File: config.mk
export PLATFORM = sky130hd
export DESIGN_NAME = unlock_cmd_decoder
export DESIGN_NICKNAME = d
export VERILOG_FILES = /design/src/rtl/unlock_cmd_pkg.sv /design/src/rtl/unlock_step_fsm.sv /design/src/rtl/cmd_out_reg.sv /design/src/rtl/id_read_mux.sv /design/src/rtl/unlock_cmd_decoder.sv
export SDC_FILE = /design/constraint.sdc
export NUM_CORES = 1
export LEC_CHECK = 0
export BUFFER_PORTS_ARGS = -buffer_cell sky130_fd_sc_hd__buf_2
export CAP_MARGIN = 0
export CORE_MARGIN = 5
export CORE_UTILIZATION = 40
export CTS_CLUSTER_DIAMETER = 50
export DETAILED_ROUTE_END_ITERATION = 7
export GPL_TIMING_DRIVEN = 1
export PLACE_DENSITY = 0.78
export SETUP_SLACK_MARGIN = 0.02
export SLEW_MARGIN = 5
export SYNTH_ARGS = -nofsm -noshare
export SYNTH_HDL_FRONTEND = slang
export SYNTH_HIERARCHICAL = 1
export SYNTH_SLANG_ARGS = --single-unit
File: constraint.sdc
create_clock -name clk_i -period 4.15 [get_ports clk_i]
set_input_delay 0.2075 -clock clk_i [delete_from_list [all_inputs] [get_ports clk_i]]
set_output_delay 0.2075 -clock clk_i [all_outputs]
set_load 0.01 [all_outputs]
File: src/rtl/unlock_cmd_pkg.sv
package unlock_cmd_pkg;
  typedef enum logic [2:0] {
    ST_IDLE, ST_KEY1, ST_KEY2, ST_PROG, ST_ESET, ST_EKEY1, ST_EKEY2
  } step_e;

  typedef enum logic [1:0] {ACT_NONE, ACT_PROG, ACT_SECT, ACT_CHIP} act_e;

  localparam int unsigned CMP_W = 16;
  localparam logic [CMP_W-1:0] KEY_ADDR_A = 16'h5555;
  localparam logic [CMP_W-1:0] KEY_ADDR_B = 16'h2AAA;
  localparam logic [7:0] KEY_A      = 8'hAA;
  localparam logic [7:0] KEY_B      = 8'h55;
  localparam logic [7:0] CMD_PROG   = 8'hA0;
  localparam logic [7:0] CMD_ESET   = 8'h80;
  localparam logic [7:0] CMD_ID_IN  = 8'h90;
  localparam logic [7:0] CMD_ID_OUT = 8'hF0;
  localparam logic [7:0] CMD_CHIP   = 8'h10;
  localparam logic [7:0] CMD_SECT   = 8'h30;
endpackage

File: src/rtl/unlock_step_fsm.sv
module unlock_step_fsm
  import unlock_cmd_pkg::*;
(
  input  logic             clk_i,
  input  logic             rst_ni,
  input  logic             wr_en_i,
  input  logic             busy_i,
  input  logic [CMP_W-1:0] cmp_addr_i,
  input  logic [7:0]       wr_data_i,
  output act_e             act_o,
  output logic             id_set_o,
  output logic             id_clr_o
);
  step_e st_q, st_d;
  logic  hit_a, hit_b, take;

  assign hit_a = (cmp_addr_i == KEY_ADDR_A);
  assign hit_b = (cmp_addr_i == KEY_ADDR_B);
  assign take  = wr_en_i && !busy_i;

  always_comb begin
    st_d     = st_q;
    act_o    = ACT_NONE;
    id_set_o = 1'b0;
    id_clr_o = 1'b0;
    if (take) begin
      st_d = ST_IDLE;  // any mismatch falls back to read mode
      case (st_q)
        ST_IDLE:  if (hit_a && wr_data_i == KEY_A) st_d = ST_KEY1;
        ST_KEY1:  if (hit_b && wr_data_i == KEY_B) st_d = ST_KEY2;
        ST_KEY2: begin
          if (hit_a) begin
            case (wr_data_i)
              CMD_PROG:  st_d = ST_PROG;
              CMD_ESET:  st_d = ST_ESET;
              CMD_ID_IN: id_set_o = 1'b1;
              default:   ;
            endcase
          end
        end
        ST_PROG:  act_o = ACT_PROG;
        ST_ESET:  if (hit_a && wr_data_i == KEY_A) st_d = ST_EKEY1;
        ST_EKEY1: if (hit_b && wr_data_i == KEY_B) st_d = ST_EKEY2;
        ST_EKEY2: begin
          if (wr_data_i == CMD_SECT)                act_o = ACT_SECT;
          else if (hit_a && wr_data_i == CMD_CHIP)  act_o = ACT_CHIP;
        end
        default:  ;
      endcase
      // F0 anywhere leaves ID mode, except as program payload
      if (st_q != ST_PROG && wr_data_i == CMD_ID_OUT) id_clr_o = 1'b1;
    end
  end

  always_ff @(posedge clk_i or negedge rst_ni) begin
    if (!rst_ni) st_q <= ST_IDLE;
    else         st_q <= st_d;
  end
endmodule

File: src/rtl/cmd_out_reg.sv
module cmd_out_reg
  import unlock_cmd_pkg::*;
#(
  parameter int unsigned ADDR_W = 17,
  parameter int unsigned DATA_W = 8,
  parameter int unsigned SECT_W = 5
) (
  input  logic              clk_i,
  input  logic              rst_ni,
  input  act_e              act_i,
  input  logic              id_set_i,
  input  logic              id_clr_i,
  input  logic [ADDR_W-1:0] addr_i,
  input  logic [DATA_W-1:0] data_i,
  output logic              prog_stb_o,
  output logic [ADDR_W-1:0] prog_addr_o,
  output logic [DATA_W-1:0] prog_data_o,
  output logic              sect_stb_o,
  output logic [SECT_W-1:0] sect_num_o,
  output logic              chip_stb_o,
  output logic              id_mode_o
);
  always_ff @(posedge clk_i or negedge rst_ni) begin
    if (!rst_ni) begin
      prog_stb_o  <= 1'b0;
      sect_stb_o  <= 1'b0;
      chip_stb_o  <= 1'b0;
      prog_addr_o <= '0;
      prog_data_o <= '0;
      sect_num_o  <= '0;
      id_mode_o   <= 1'b0;
    end else begin
      prog_stb_o <= (act_i == ACT_PROG);
      sect_stb_o <= (act_i == ACT_SECT);
      chip_stb_o <= (act_i == ACT_CHIP);
      if (act_i == ACT_PROG) begin
        prog_addr_o <= addr_i;
        prog_data_o <= data_i;
      end
      if (act_i == ACT_SECT) sect_num_o <= addr_i[ADDR_W-1 -: SECT_W];
      if (id_set_i)      id_mode_o <= 1'b1;
      else if (id_clr_i) id_mode_o <= 1'b0;
    end
  end
endmodule

File: src/rtl/id_read_mux.sv
module id_read_mux #(
  parameter int unsigned ADDR_W = 17,
  parameter int unsigned DATA_W = 8
) (
  input  logic              id_mode_i,
  input  logic [ADDR_W-1:0] rd_addr_i,
  input  logic [DATA_W-1:0] arr_data_i,
  output logic [DATA_W-1:0] rd_data_o
);
  logic [DATA_W-1:0] id_byte;

  always_comb begin
    case (rd_addr_i)
      ADDR_W'(0):    id_byte = DATA_W'(8'h7F);
      ADDR_W'(1):    id_byte = DATA_W'(8'hA8);
      ADDR_W'(3):    id_byte = DATA_W'(8'h7F);
      ADDR_W'(8'h40): id_byte = DATA_W'(8'h1F);
      default:       id_byte = '0;
    endcase
  end

  assign rd_data_o = id_mode_i ? id_byte : arr_data_i;
endmodule

File: src/rtl/unlock_cmd_decoder.sv
module unlock_cmd_decoder
  import unlock_cmd_pkg::*;
#(
  parameter int unsigned ADDR_W = 17,
  parameter int unsigned DATA_W = 8,
  parameter int unsigned SECT_W = 5
) (
  input  logic              clk_i,
  input  logic              rst_ni,
  input  logic              wr_en_i,
  input  logic [ADDR_W-1:0] wr_addr_i,
  input  logic [DATA_W-1:0] wr_data_i,
  input  logic              busy_i,
  input  logic [ADDR_W-1:0] rd_addr_i,
  input  logic [DATA_W-1:0] arr_data_i,
  output logic [DATA_W-1:0] rd_data_o,
  output logic              id_mode_o,
  output logic              prog_stb_o,
  output logic [ADDR_W-1:0] prog_addr_o,
  output logic [DATA_W-1:0] prog_data_o,
  output logic              sect_stb_o,
  output logic [SECT_W-1:0] sect_num_o,
  output logic              chip_stb_o
);
  act_e act;
  logic id_set, id_clr;

  unlock_step_fsm u_fsm (
    .clk_i     (clk_i),
    .rst_ni    (rst_ni),
    .wr_en_i   (wr_en_i),
    .busy_i    (busy_i),
    .cmp_addr_i(wr_addr_i[CMP_W-1:0]),
    .wr_data_i (wr_data_i[7:0]),
    .act_o     (act),
    .id_set_o  (id_set),
    .id_clr_o  (id_clr)
  );

  cmd_out_reg #(.ADDR_W(ADDR_W), .DATA_W(DATA_W), .SECT_W(SECT_W)) u_out (
    .clk_i      (clk_i),
    .rst_ni     (rst_ni),
    .act_i      (act),
    .id_set_i   (id_set),
    .id_clr_i   (id_clr),
    .addr_i     (wr_addr_i),
    .data_i     (wr_data_i),
    .prog_stb_o (prog_stb_o),
    .prog_addr_o(prog_addr_o),
    .prog_data_o(prog_data_o),
    .sect_stb_o (sect_stb_o),
    .sect_num_o (sect_num_o),
    .chip_stb_o (chip_stb_o),
    .id_mode_o  (id_mode_o)
  );

  id_read_mux #(.ADDR_W(ADDR_W), .DATA_W(DATA_W)) u_rd (
    .id_mode_i (id_mode_o),
    .rd_addr_i (rd_addr_i),
    .arr_data_i(arr_data_i),
    .rd_data_o (rd_data_o)
  );
endmodule

==> results by group <==
Die
  • Die Area: between 6000 and 7000 um^2
  • Starting density of the core: 41.74%
  • Horizontal extent of the die: 80.90 um
  • Area of the core region: between 4000 and 5000 um^2
  • I/O pin count: 96
  • Overall die height: between 80 and 90 um
  • Std-Cell Rows: 25

Clock network
  • Count of instances resized after the clock tree is built: 0
  • Max Root-Sink Buffers: 2
  • Hold Buf Count CTS: 0
  • # Post-CTS Setup Buffers: 0
  • Root buffer selected by CTS: clkbuf_8
  • Latest clock arrival within the worst-skew pair: 0.29 ns
  • Clock buffers created by TritonCTS: 5
  • TritonCTS Sinks: 37
  • TritonCTS clock tree: yes
  • Maximum level of the CTS H-tree: 2
  • Clock transition at the registers of the reported paths: 0.07 ns

Detailed routing
  • Number of vias per cell: ~5.0
  • Met3 Wirelength: 309 um
  • Routed length on met2: 2526 um
  • Routed length per instance: 15.54 um
  • Met1 wire length: 2086 um
  • Topmost layer with routed signal wires: met4
  • Residual DRC: 0
  • Final antenna-violating net count: 0
  • Total wirelength of the detailed-routed design: around 5000 um
  • Length of the first detailed-routing pass in iterations: 4
  • Initial DRC count: 62
  • Via total after detailed routing: 1610

Final layout
  • # nets final: ~300
  • Share of cells above drive strength 1: 55.47%
  • Final standard cell area without fillers: 2586 um^2
  • Area growth from synthesis to final layout: 28.62%
  • Antenna Diode Count: 0

Timing
  • Max-Slew Margin vs Limit: 45.28%
  • Actual slew at the worst max-slew pin: 0.8208 ns
  • Minimum period implied by the final worst setup slack: 2.359 ns
  • Number of max-slew violations in the final report: 0
  • Final clock period utilization by the worst path: 56.84%
  • Unrepaired setup endpoints after global routing: false
  • Post-route setup TNS: 0 ns
  • Skew final: approximately 0.0085 ns
  • Total setup violations reported at the end of the flow: 0
  • Fmax: 423.9 MHz
  • Final Hold Viols: 0

Placed design
  • Count of input and output buffers: 95
  • Post-detailed-placement cell area: approximately 2500 um^2
  • Routability congestion estimate: 0.9078
  • Sum of net half-perimeters after detailed placement: slightly above 4000 um

Synthesis
  • Register bit count reported by yosys: 37
  • EDFF count, synth: 0
  • Ranking of synthesized cells by area: dfrtp_1 (46%), mux2_4 (14%), mux2_2 (6.2%)
  • Synthesized area per cell: ~13 um^2
  • Cell area after synthesis: 2011 um^2
  • Syn Nets: 212
  • Commonest cells in the netlist: dfrtp_1 (37), mux2_4 (19), mux2_2 (11), inv_1 (9), nand2_1 (8)
  • Synthesized instance count: 158
  • Prevailing post-synth register cell: dfrtp_1
  • Most common cell in the netlist: dfrtp_1
  • Async set-reset flop share out of synthesis: between 90% and 100%
  • Portion of synthesized cell area occupied by the leading cell type: a little under half
  • Number of different library cells in the post-synthesis netlist: 42
  • Number of warnings issued by yosys: 6
  • Sequential element share of the synthesized area: 46.05%
  • Cell taking the most area after synthesis: dfrtp_1

Critical path
  • Critical Path Start: u_fsm/st_q[0]
  • Type of the worst setup path: flop to flop
  • Critical Path Fanout Max: 26
  • Crit path required time: 4.32 ns
  • Worst Setup End Kind: flop
  • Kind of start point of the critical path: flop
  • R2R Path Start: u_fsm/st_q[0]
  • Critical Path AT: 2.53 ns

Power
  • Fraction of power spent switching nets: 24.61%
  • Clock share of power: 33.5%
  • Leakage component of the power: 0.001418 uW
  • Relative contribution of combinational cells to total power: 13.9%
  • Total net switching power: ~180 uW
  • IR drop worst, VDD: between 0.2 and 0.25 mV
  • Internal cell power: 537.9 uW
  • Seq pwr share: 52.6%
  • Power per unit of standard cell area: 275.9 nW/um^2

GRT
  • Grt total ovfl: 0
  • First-pass GRT wire length: 8128 um
  • Via count of the first global-routing pass: 1663
  • Maximum number of pins on one net before global-route repair: 38
  • GRT Resource Usage Total: approximately 16%
  • Antenna violations before repair: 0

Run status
  • Run status: complete, no violations

Worst hold path
  • Worst Hold Class: primary input to async pin

Run
  • Max-cap violations: 0
==> final cells by class <==
type / instances / area (um^2)
fillers: 449 / 2231
multi-input cells: 107 / 987.2
flip-flops and latches: 37 / 925.9
repair buffers: 95 / 475.5
well taps: 67 / 83.83
clock buffers: 8 / 80.08
inverters: 9 / 33.78
==> per-layer routing <==
metal | up-vias | track usage, %
li1 | 781 | -
met1 | 774 | 20.03
met2 | 45 | 25.94
met3 | 10 | 4.435
met4 | 0 | 7.264
met5 | - | 0
==> sequential cells by signal, summed over array words and instances (netlist names) <==
register,count
u_out/prog_addr_o,17
u_out/prog_data_o,8
u_out/sect_num_o,5
u_fsm/st_q,3
u_out/chip_stb_o,1
u_out/id_mode_o,1
u_out/prog_stb_o,1
u_out/sect_stb_o,1
==> per-stage QoR <==
step | total power (uW) | setup WS, ns | util, % | hold slack [ns] | instances
2_1_floorplan | 419.0 | 2.028 | - | -0.08809 | 158
6_report | 713.5 | 1.791 | 53.69 | 0.01079 | 323
5_1_grt | 744.3 | 1.563 | 53.69 | 0.08212 | 323
3_3_place_gp | 479.9 | 1.690 | 52.03 | 0.3308 | 315
3_5_place_dp | 481.9 | 1.564 | 52.03 | 0.3402 | 315
4_1_cts | 718.7 | 1.774 | 53.69 | 0.02335 | 323
==> critical path, cell delays in order, from the launching register on <==
cell	delay, ns
dfrtp_1	0.44
nor2_1	0.12
nand3_1	0.10
a2111oi_0	0.63
nand2b_4	0.56
mux2_2	0.40
==> path summary, 6_finish.rpt <==
check | depth (start not counted) | endpoint | slack (ns)
max in group asynchronous | 1 | u_out/prog_addr_o[6] | 3.62
max | 5 | u_out/prog_addr_o[13] | 1.79
min | 1 | u_out/sect_num_o[1] | 0.01
min reg2reg | 1 | u_out/sect_num_o[0] | 0.50
max reg2reg | 5 | u_out/prog_addr_o[13] | 1.79
min in group clk_i | 2 | u_out/prog_addr_o[16] | 0.17
==> power groups by stage <==
stage	Combinational (uW)	Sequential, uW	Clock [uW]
2_1_floorplan	33.1	386	0
3_3_place_gp	98.2	382	0
3_5_place_dp	100	382	0
4_1_cts	100	375	243
5_1_grt	110	376	259
6_report	99.2	375	239
==> kinds of logic (layout without fill, tap and decap cells) <==
| family | Yosys count | after routing | synth area share (%) |
|---|---|---|---|
| and+or+nand+nor | 60 | 60 | 22.40 |
| DFF | 37 | 37 | 46.05 |
| muxes | 30 | 30 | 20.35 |
| AOI/OAI and AO/OA | 16 | 16 | 5.912 |
| buffers and inverters | 14 | 112 | 4.854 |
| xor gates and xnor gates | 1 | 1 | 0.4357 |
==> layout by cell type (no fill, tap or decap), types with 2 or more instances in the layout <==
cell type  synthesis  routed
clkbuf_8           0       5
nand4b_1           2       2
nor4b_1            2       2
nand4_1            5       5
o41ai_1            3       3
clkbuf_1           0       3
nand3b_1           2       2
nor3b_1            2       2
nand2b_1           7       7
and4bb_2           2       2
o31ai_1            2       2
buf_2              0      95
mux2_2            11      11
nand2_1            8       8
nor4_1             2       2
nor4_4             2       2
o22ai_1            4       4
a21oi_1            2       2
mux2_4            19      19
nor4bb_1           2       2
dfrtp_1           37      37
o21ai_0            2       2
inv_1              9       9
nor2b_1            4       4
nor2_1             7       7
nor4b_2            2       2
No activity file was read; power rests on OpenSTA's default activity.
